[src/rtl/bws_pkg.sv]
package bws_pkg;
  typedef enum logic [1:0] {
    RK_REG = 2'd0,
    RK_INT = 2'd1,
    RK_EXT = 2'd2
  } region_kind_e;
endpackage

[src/rtl/bws_region_decode.sv]
module bws_region_decode
  import bws_pkg::*;
#(
  parameter int AREA_W = 3,
  parameter int CS_N   = 4,
  localparam int CS_IW = $clog2(CS_N)
) (
  input  logic [AREA_W-1:0] area,
  output region_kind_e      kind,
  output logic [CS_IW-1:0]  cs_idx
);
  always_comb begin
    cs_idx = area[CS_IW-1:0];
    if (area[AREA_W-1])   kind = RK_EXT;
    else if (area == '0)  kind = RK_REG;
    else                  kind = RK_INT;
  end
endmodule

[src/rtl/bws_len_calc.sv]
module bws_len_calc
  import bws_pkg::*;
#(
  parameter int CS_N      = 4,
  parameter int WC_W      = 2,
  parameter int MAX_WAITS = 3,
  parameter int LEN_W     = 3,
  localparam int CS_IW    = $clog2(CS_N)
) (
  input  region_kind_e         kind,
  input  logic [CS_IW-1:0]     cs_idx,
  input  logic                 write,
  input  logic                 mux_bus,
  input  logic                 pll_src,
  input  logic                 sfr_fast,
  input  logic                 glob_wait,
  input  logic [CS_N-1:0]      nowait,
  input  logic [CS_N*WC_W-1:0] wcnt,
  output logic [LEN_W-1:0]     len,
  output logic                 bad
);
  localparam logic [LEN_W-1:0] MUX_MIN = LEN_W'(3);
  localparam logic [LEN_W-1:0] WMAX    = LEN_W'(MAX_WAITS);

  logic [WC_W-1:0] wc_arr [CS_N];

  genvar gi;
  generate
    for (gi = 0; gi < CS_N; gi++) begin : g_field
      assign wc_arr[gi] = wcnt[gi*WC_W +: WC_W];
    end
  endgenerate

  logic            sel_nw;
  logic [WC_W-1:0] sel_wc;
  logic [LEN_W-1:0] waits, cyc;

  always_comb begin
    sel_nw = nowait[cs_idx];
    sel_wc = wc_arr[cs_idx];
    if ((LEN_W'(sel_wc) + LEN_W'(1)) > WMAX) waits = WMAX;
    else                                     waits = LEN_W'(sel_wc) + LEN_W'(1);
  end

  always_comb begin
    bad = 1'b0;
    cyc = '0;
    len = '0;
    unique case (kind)
      RK_REG: len = (pll_src && !sfr_fast) ? LEN_W'(3) : LEN_W'(2);
      RK_INT: len = glob_wait ? LEN_W'(2) : LEN_W'(1);
      default: begin
        if (sel_nw && !mux_bus && !glob_wait) begin
          len = write ? LEN_W'(2) : LEN_W'(1);
        end else begin
          bad = sel_nw;
          cyc = sel_nw ? LEN_W'(2) : (waits + LEN_W'(1));
          if (mux_bus && cyc < MUX_MIN) len = MUX_MIN;
          else                          len = cyc;
        end
      end
    endcase
  end
endmodule

[src/rtl/bws_counter.sv]
module bws_counter #(
  parameter int LEN_W = 3
) (
  input  logic             clk,
  input  logic             rst_n,
  input  logic             load,
  input  logic [LEN_W-1:0] load_len,
  input  logic             load_err,
  output logic             busy,
  output logic             last,
  output logic             err
);
  logic [LEN_W-1:0] cnt_q;
  logic             err_q;

  always_ff @(posedge clk or negedge rst_n) begin
    if (!rst_n) begin
      cnt_q <= '0;
      err_q <= 1'b0;
    end else if (load) begin
      cnt_q <= load_len;
      err_q <= load_err;
    end else if (cnt_q != '0) begin
      cnt_q <= cnt_q - LEN_W'(1);
    end
  end

  assign busy = (cnt_q != '0);
  assign last = (cnt_q == LEN_W'(1));
  assign err  = err_q & busy;
endmodule

[src/rtl/bus_wait_seq.sv]
module bus_wait_seq
  import bws_pkg::*;
#(
  parameter int AREA_W    = 3,
  parameter int CS_N      = 4,
  parameter int WC_W      = 2,
  parameter int MAX_WAITS = 3,
  parameter int LEN_W     = 3
) (
  input  logic                 clk,
  input  logic                 rst_n,
  input  logic                 acc_valid,
  output logic                 acc_ready,
  input  logic                 acc_write,
  input  logic [AREA_W-1:0]    acc_area,
  input  logic                 mux_bus,
  input  logic                 pll_src,
  input  logic                 sfr_fast,
  input  logic                 glob_wait,
  input  logic [CS_N-1:0]      area_nowait,
  input  logic [CS_N*WC_W-1:0] area_wcnt,
  output logic                 strobe,
  output logic                 done,
  output logic                 cfg_err
);
  localparam int CS_IW = $clog2(CS_N);

  region_kind_e     kind;
  logic [CS_IW-1:0] cs_idx;
  logic [LEN_W-1:0] len;
  logic             bad, busy, load;

  bws_region_decode #(.AREA_W(AREA_W), .CS_N(CS_N)) u_dec (
    .area(acc_area), .kind(kind), .cs_idx(cs_idx)
  );

  bws_len_calc #(.CS_N(CS_N), .WC_W(WC_W), .MAX_WAITS(MAX_WAITS), .LEN_W(LEN_W)) u_len (
    .kind(kind), .cs_idx(cs_idx), .write(acc_write), .mux_bus(mux_bus),
    .pll_src(pll_src), .sfr_fast(sfr_fast), .glob_wait(glob_wait),
    .nowait(area_nowait), .wcnt(area_wcnt), .len(len), .bad(bad)
  );

  assign acc_ready = !busy;
  assign load      = acc_valid && acc_ready;

  bws_counter #(.LEN_W(LEN_W)) u_cnt (
    .clk(clk), .rst_n(rst_n), .load(load), .load_len(len), .load_err(bad),
    .busy(busy), .last(done), .err(cfg_err)
  );

  assign strobe = busy;
endmodule

[config.mk]
export PLATFORM = sky130hd
export DESIGN_NAME = bus_wait_seq
export DESIGN_NICKNAME = d
export VERILOG_FILES = /design/src/rtl/bws_pkg.sv /design/src/rtl/bws_region_decode.sv /design/src/rtl/bws_len_calc.sv /design/src/rtl/bws_counter.sv /design/src/rtl/bus_wait_seq.sv
export SDC_FILE = /design/constraint.sdc
export NUM_CORES = 1
export LEC_CHECK = 0
export ABC_AREA = 1
export BUFFER_PORTS_ARGS = -buffer_cell sky130_fd_sc_hd__buf_2
export CORE_AREA = 4 4 41 43
export CTS_BUF_LIST = sky130_fd_sc_hd__clkbuf_2
export DETAILED_ROUTE_END_ITERATION = 8
export DIE_AREA = 0 0 45 47
export GPL_TIMING_DRIVEN = 0
export HOLD_SLACK_MARGIN = 0.02
export PLACE_DENSITY_LB_ADDON = 0.15
export SLEW_MARGIN = 15
export SYNTH_ARGS = -nofsm -noshare
export SYNTH_HDL_FRONTEND = slang
export SYNTH_SLANG_ARGS = --single-unit
[constraint.sdc]
create_clock -name clk -period 3.65 [get_ports clk]
set_input_delay 0.365 -clock clk [delete_from_list [all_inputs] [get_ports clk]]
set_output_delay 0.365 -clock clk [all_outputs]
set_load 0.02 [all_outputs]
Word-level counts from Yosys, hierarchy flattened
Index checks and enable logic that the tools add are counted.

Word-level logic and storage cells: 46. Register bits: 4.

Multiplexer cells: 19. Eq/ne operators: 2. Add/subtract/negate cells: 3. Reductions and logical operators: 14. Bitwise operators: 2. Magnitude comparators: 4.

Operators by type and width (count): 3-bit two-way mux (6); 2-bit two-way mux (5); 3-bit case mux with 2 select lines (1); 1-bit logical AND (5); 1-bit two-way mux (5); 2-bit binary-select mux with 2-bit select (1); 1-bit logical NOT (4); 2-bit by 1-bit adder with 3-bit output, second input constant (1); 3-bit by 1-bit adder with 3-bit output, second input constant (1); 3-bit by 1-bit equality test with 1-bit output, second input constant (1); 3-bit >= comparator, second input constant (1); 3-bit by 2-bit greater-than comparator with 1-bit output, second input constant (1); 3-bit logical NOT (1); 2-bit by 3-bit < comparator with 1-bit output, second input constant (1); 3-bit by 2-bit < comparator with 1-bit output, second input constant (1); 2-bit NOT with 3-bit output (1); 3-bit nonzero test (1); 3-bit by 1-bit subtractor with 3-bit output, second input constant (1); 1-bit binary-select mux with 2-bit select (1); 2-bit by 1-bit equality test with 1-bit output, second input constant (1); 2-bit logical NOT (1); 2-bit nonzero test (1); 2-bit OR reduction (1); 1-bit AND (1).

Logic depth before layout (Yosys ltp)
Word-level depth: 15. Depth in mapped cells: 11. Gate-level depth less buffers: 11.

Hierarchy
A second synthesis with hierarchy kept.

Cell total of the unflattened synthesis: 100. Area, all modules: 568.0 µm².

By module, submodules not included: bws_counter (seq. area each 100.1 µm², cells an instance 41, area each 285.3 µm², times used 1); bws_len_calc (seq. area each 0.0 µm², cells an instance 51, area each 239.0 µm², times used 1); bws_region_decode (seq. area each 0.0 µm², cells an instance 5, area each 30.0 µm², times used 1); bus_wait_seq (seq. area each 0.0 µm², cells an instance 3, area each 13.8 µm², times used 1).

Worst setup path after synthesis
No wires, ideal clock.

Kind: flip-flop to output port. Start point: register u_cnt.cnt_q[0]. End point: output cfg_err. Arrival time: 1.051 ns. Stages on the path, launching flop included: 6. Setup slack: 2.234 ns. Path buffers: 0. Cell sequence: dfrtp_1 inv_1 ha_1 inv_1 nor2_4 nor2_1.

Longest elaborated chain between the ends: 2.

RTL lines: start: declaration (line bws_counter.sv:13) `logic [LEN_W-1:0] cnt_q;`; start signal: assignment (line bws_counter.sv:21) `cnt_q <= load_len;`; start signal: assignment (line bws_counter.sv:24) `cnt_q <= cnt_q - LEN_W'(1);`; 3-bit nonzero test (line bws_counter.sv:28) `assign busy = (cnt_q != '0);`; 1-bit AND (line bws_counter.sv:30) `assign err = err_q & busy;`; end: declaration (line bus_wait_seq.sv:24) `output logic cfg_err`.

No other way between the ends.

Worst setup path in the final report
Start point: register u_cnt.cnt_q[0]. End point: output strobe.

Longest elaborated chain between the ends: 1.

RTL lines: 3-bit nonzero test (line bws_counter.sv:28); end: declaration (line bus_wait_seq.sv:22) `output logic strobe,`.

No other way between the ends.

==> qor.yml <==
power:
  vdd_drop_max_uv: 204.8
  p_leak_uw: 0.0004036
  power_uw: 308.3
  p_per_area_nw_per_um2: 459.7
finish:
  fin_cells: 124
  multi_input_area_sq_um: 320.3
  n_antenna_cell: 0
  fillers: 157
  seq_area_sq_um: 100.1
  syn_to_final_growth_pct: 33.67
  fin_nets: 137
  layout-drive-gt1-share_pct: 36.70
  layout_common_cells: "buf_2 (25), nand2_1 (20), inv_1 (14), nor2_1 (9), nand3_1 (5)"
  layout.cells.most_common: "buf_2"
sta:
  slew-limit-headroom_pct: 86.67
  finalHoldViolCount: 0
  fin_skew_ns: 0.0002933
  drv_slew: 0
  hold_ws_ns: 0.4652
  max_freq_mhz: 597.2
  finalWorstSetupSlack_ns: 1.976
  max_slew.worst_pin.slew_ns: 0.1993
  min_period_over_period_pct: 45.87
  rsz0062_at_grt: "false"
  setup_tns_ns: 0
  setup_viol: 0
  min_period_ns: 1.674
setup_path:
  start_kind: "flop"
  r2r-end: "u_cnt.cnt_q[1]"
  timing.rr.start: "u_cnt.cnt_q[0]"
  r2r_setup_slack_ns: 2.21
  crit_chain: "inv_1, ha_1, inv_1, nor2_4, inv_1, buf_2"
  critical_path_buf_inv_count: 4
  crit_type: "reg -> out"
  cp.arrival_ns: 1.31
  cp.required_ns: 3.28
  rr_worst_depth: 11
  critPathMostFrequentCell: "inv_1"
  cp_slowest_cell: "dfrtp_1"
  cpPeakStageDelay_ns: 0.37
  cp_top_family: "buffers and inverters"
  crit_fanout: 6
  crit_path_end_kind: "output pin"
clocking:
  htreeDepth: 1
  cts_buffer_depth: 2
  cts_root_buf: "clkbuf_2"
  clock_latency_ns: 0.21
  cts_tree: "yes"
  cts_made_buffers: 3
  clk_pin_slew_ns: 0.04
  cts.sinks: 4
  post_cts_buffers: 0
placement:
  dp_hpwl_microns: 962.9
  io_buffers: 25
  place_inst: 120
  place_congestion: 0.7354
  pre_cts_ws_ns: 2.191
hold_path:
  holdCritPathClass: "in -> reg"
  hp-start: "acc_valid"
  hold_path_depth: 4
  min_to: "u_cnt.cnt_q[1]"
global_route:
  grt_pass1_vias: 468
  gr-total-overflow: 0
  grt_pass1_wl_microns: 1794
  grt_usage_pct: 11.48
  grt_max_degree: 10
  antenna_found_initial: 0
floorplan:
  std_cell_rows: 13
  die-area_sq_um: 2115
  start_util_pct: 38.56
  coreArea_sq_um: 1301
  die_w_microns: 45
  pin_count: 27
  die_h_microns: 47
logic_synthesis:
  yosysTopAreaCell: "dfrtp_1"
  synth-seq-cells: 4
  synth.avg_cell_area_sq_um: 6.272
  synthCells: 80
  ys_top_cells_by_area: "dfrtp_1 (20%), nand2_1 (15%), inv_1 (10%)"
  ys_types: 23
  syn-cell-area_sq_um: 501.7
  seq_area_frac_synth_pct: 19.95
  ys_warn_count: 0
  synth.top_cell.area_share_pct: 19.95
  syn-num-nets: 106
detailed_routing:
  first_pass_iters: 4
  avgViaCountPerCell: 4.476
  wire_per_inst_microns: 8.694
  drtAntennaViolNets: 0
  drcViolationCount: 0
  wl_microns: 1078
  drt-initial-drc-count: 6
  vias: 555
job:
  maxCapViolations: 0
run_status:
  status: "finished clean"
## per-stage QoR
stage,instance area (sq um),util [%]
floorplan,501.7,-
global placement,645.6,49.62
detailed placement,645.6,49.62
CTS,670.6,51.54
global route,670.6,51.54
finish,670.6,51.54
## worst min-delay path, delay by kind of cell
| family | cells | cell delay [ns] |
|---|---|---|
| and+or+nand+nor | 3 | 0.15 |
| buffers and inverters | 1 | 0.11 |
## sequential cells by signal (all words and copies together), names as in the netlist
signal,flops
u_cnt.cnt_q,3
u_cnt.err_q,1
## cell usage after synthesis, drive strengths merged
cell type / count
o211ai: 1
clkinv: 1
inv: 16
buf: 1
nand2: 25
or2: 1
o21ai: 6
o22ai: 1
dfrtp: 4
a21oi: 1
nor2: 10
nand3b: 1
nor3: 1
o32ai: 1
nand3: 7
ha: 3
## how the worst max path moves through the flow
| stage | startpoint | to | slack (ns) | cells past startpoint |
|---|---|---|---|---|
| final | u_cnt.cnt_q[0] | strobe | 1.98 | 6 |
| after global routing | u_cnt.cnt_q[0] | strobe | 1.89 | 6 |
| after global placement | u_cnt.cnt_q[0] | strobe | 2.20 | 6 |
| after CTS | u_cnt.cnt_q[0] | strobe | 1.96 | 6 |
| after floorplan | u_cnt.cnt_q[0] | cfg_err | 2.23 | 5 |
| after detailed placement | u_cnt.cnt_q[0] | strobe | 2.19 | 6 |
## power breakdown
| part | internal, uW | switching, uW | total (uW) |
|---|---|---|---|
| Clock | 22.1 | 18.3 | 40.4 |
| Sequential | 66.3 | 14.7 | 81.0 |
| Combinational | 73.1 | 114 | 187 |
| Total | 161 | 147 | 308 |
## metal layers
metal  wire [microns]  global-route usage [%]
met5                0                       0
met4                0                   7.018
met3               62                   1.533
met2              498                   17.51
met1              517                   15.33
## cells by family (layout without fill, tap and decap cells)
logic type | Yosys count | in the layout | synth area share (%)
buffers and inverters | 18 | 47 | 16.21
flip-flops | 4 | 4 | 19.95
AND/OR/NAND/NOR | 45 | 45 | 44.89
AO/OA/AOI/OAI | 10 | 10 | 11.47
adder cells (fa/ha/maj) | 3 | 3 | 7.482
## area by class of cell
class	count	share of cell area, %
tap	15	2.799
timing repair buffer	26	20.15
sequential	4	14.93
buffer	1	1.679
multi-input combinational	58	47.76
clock buffer	3	2.239
inverter	17	10.45
## repair_timing
action,in CTS,in global routing
setup endpoints to repair,0,0
hold buffers,1,0
gates resized for setup,0,0
endpoints found under the hold margin,4,0
Note: power is estimated with default switching activity, not from simulation.
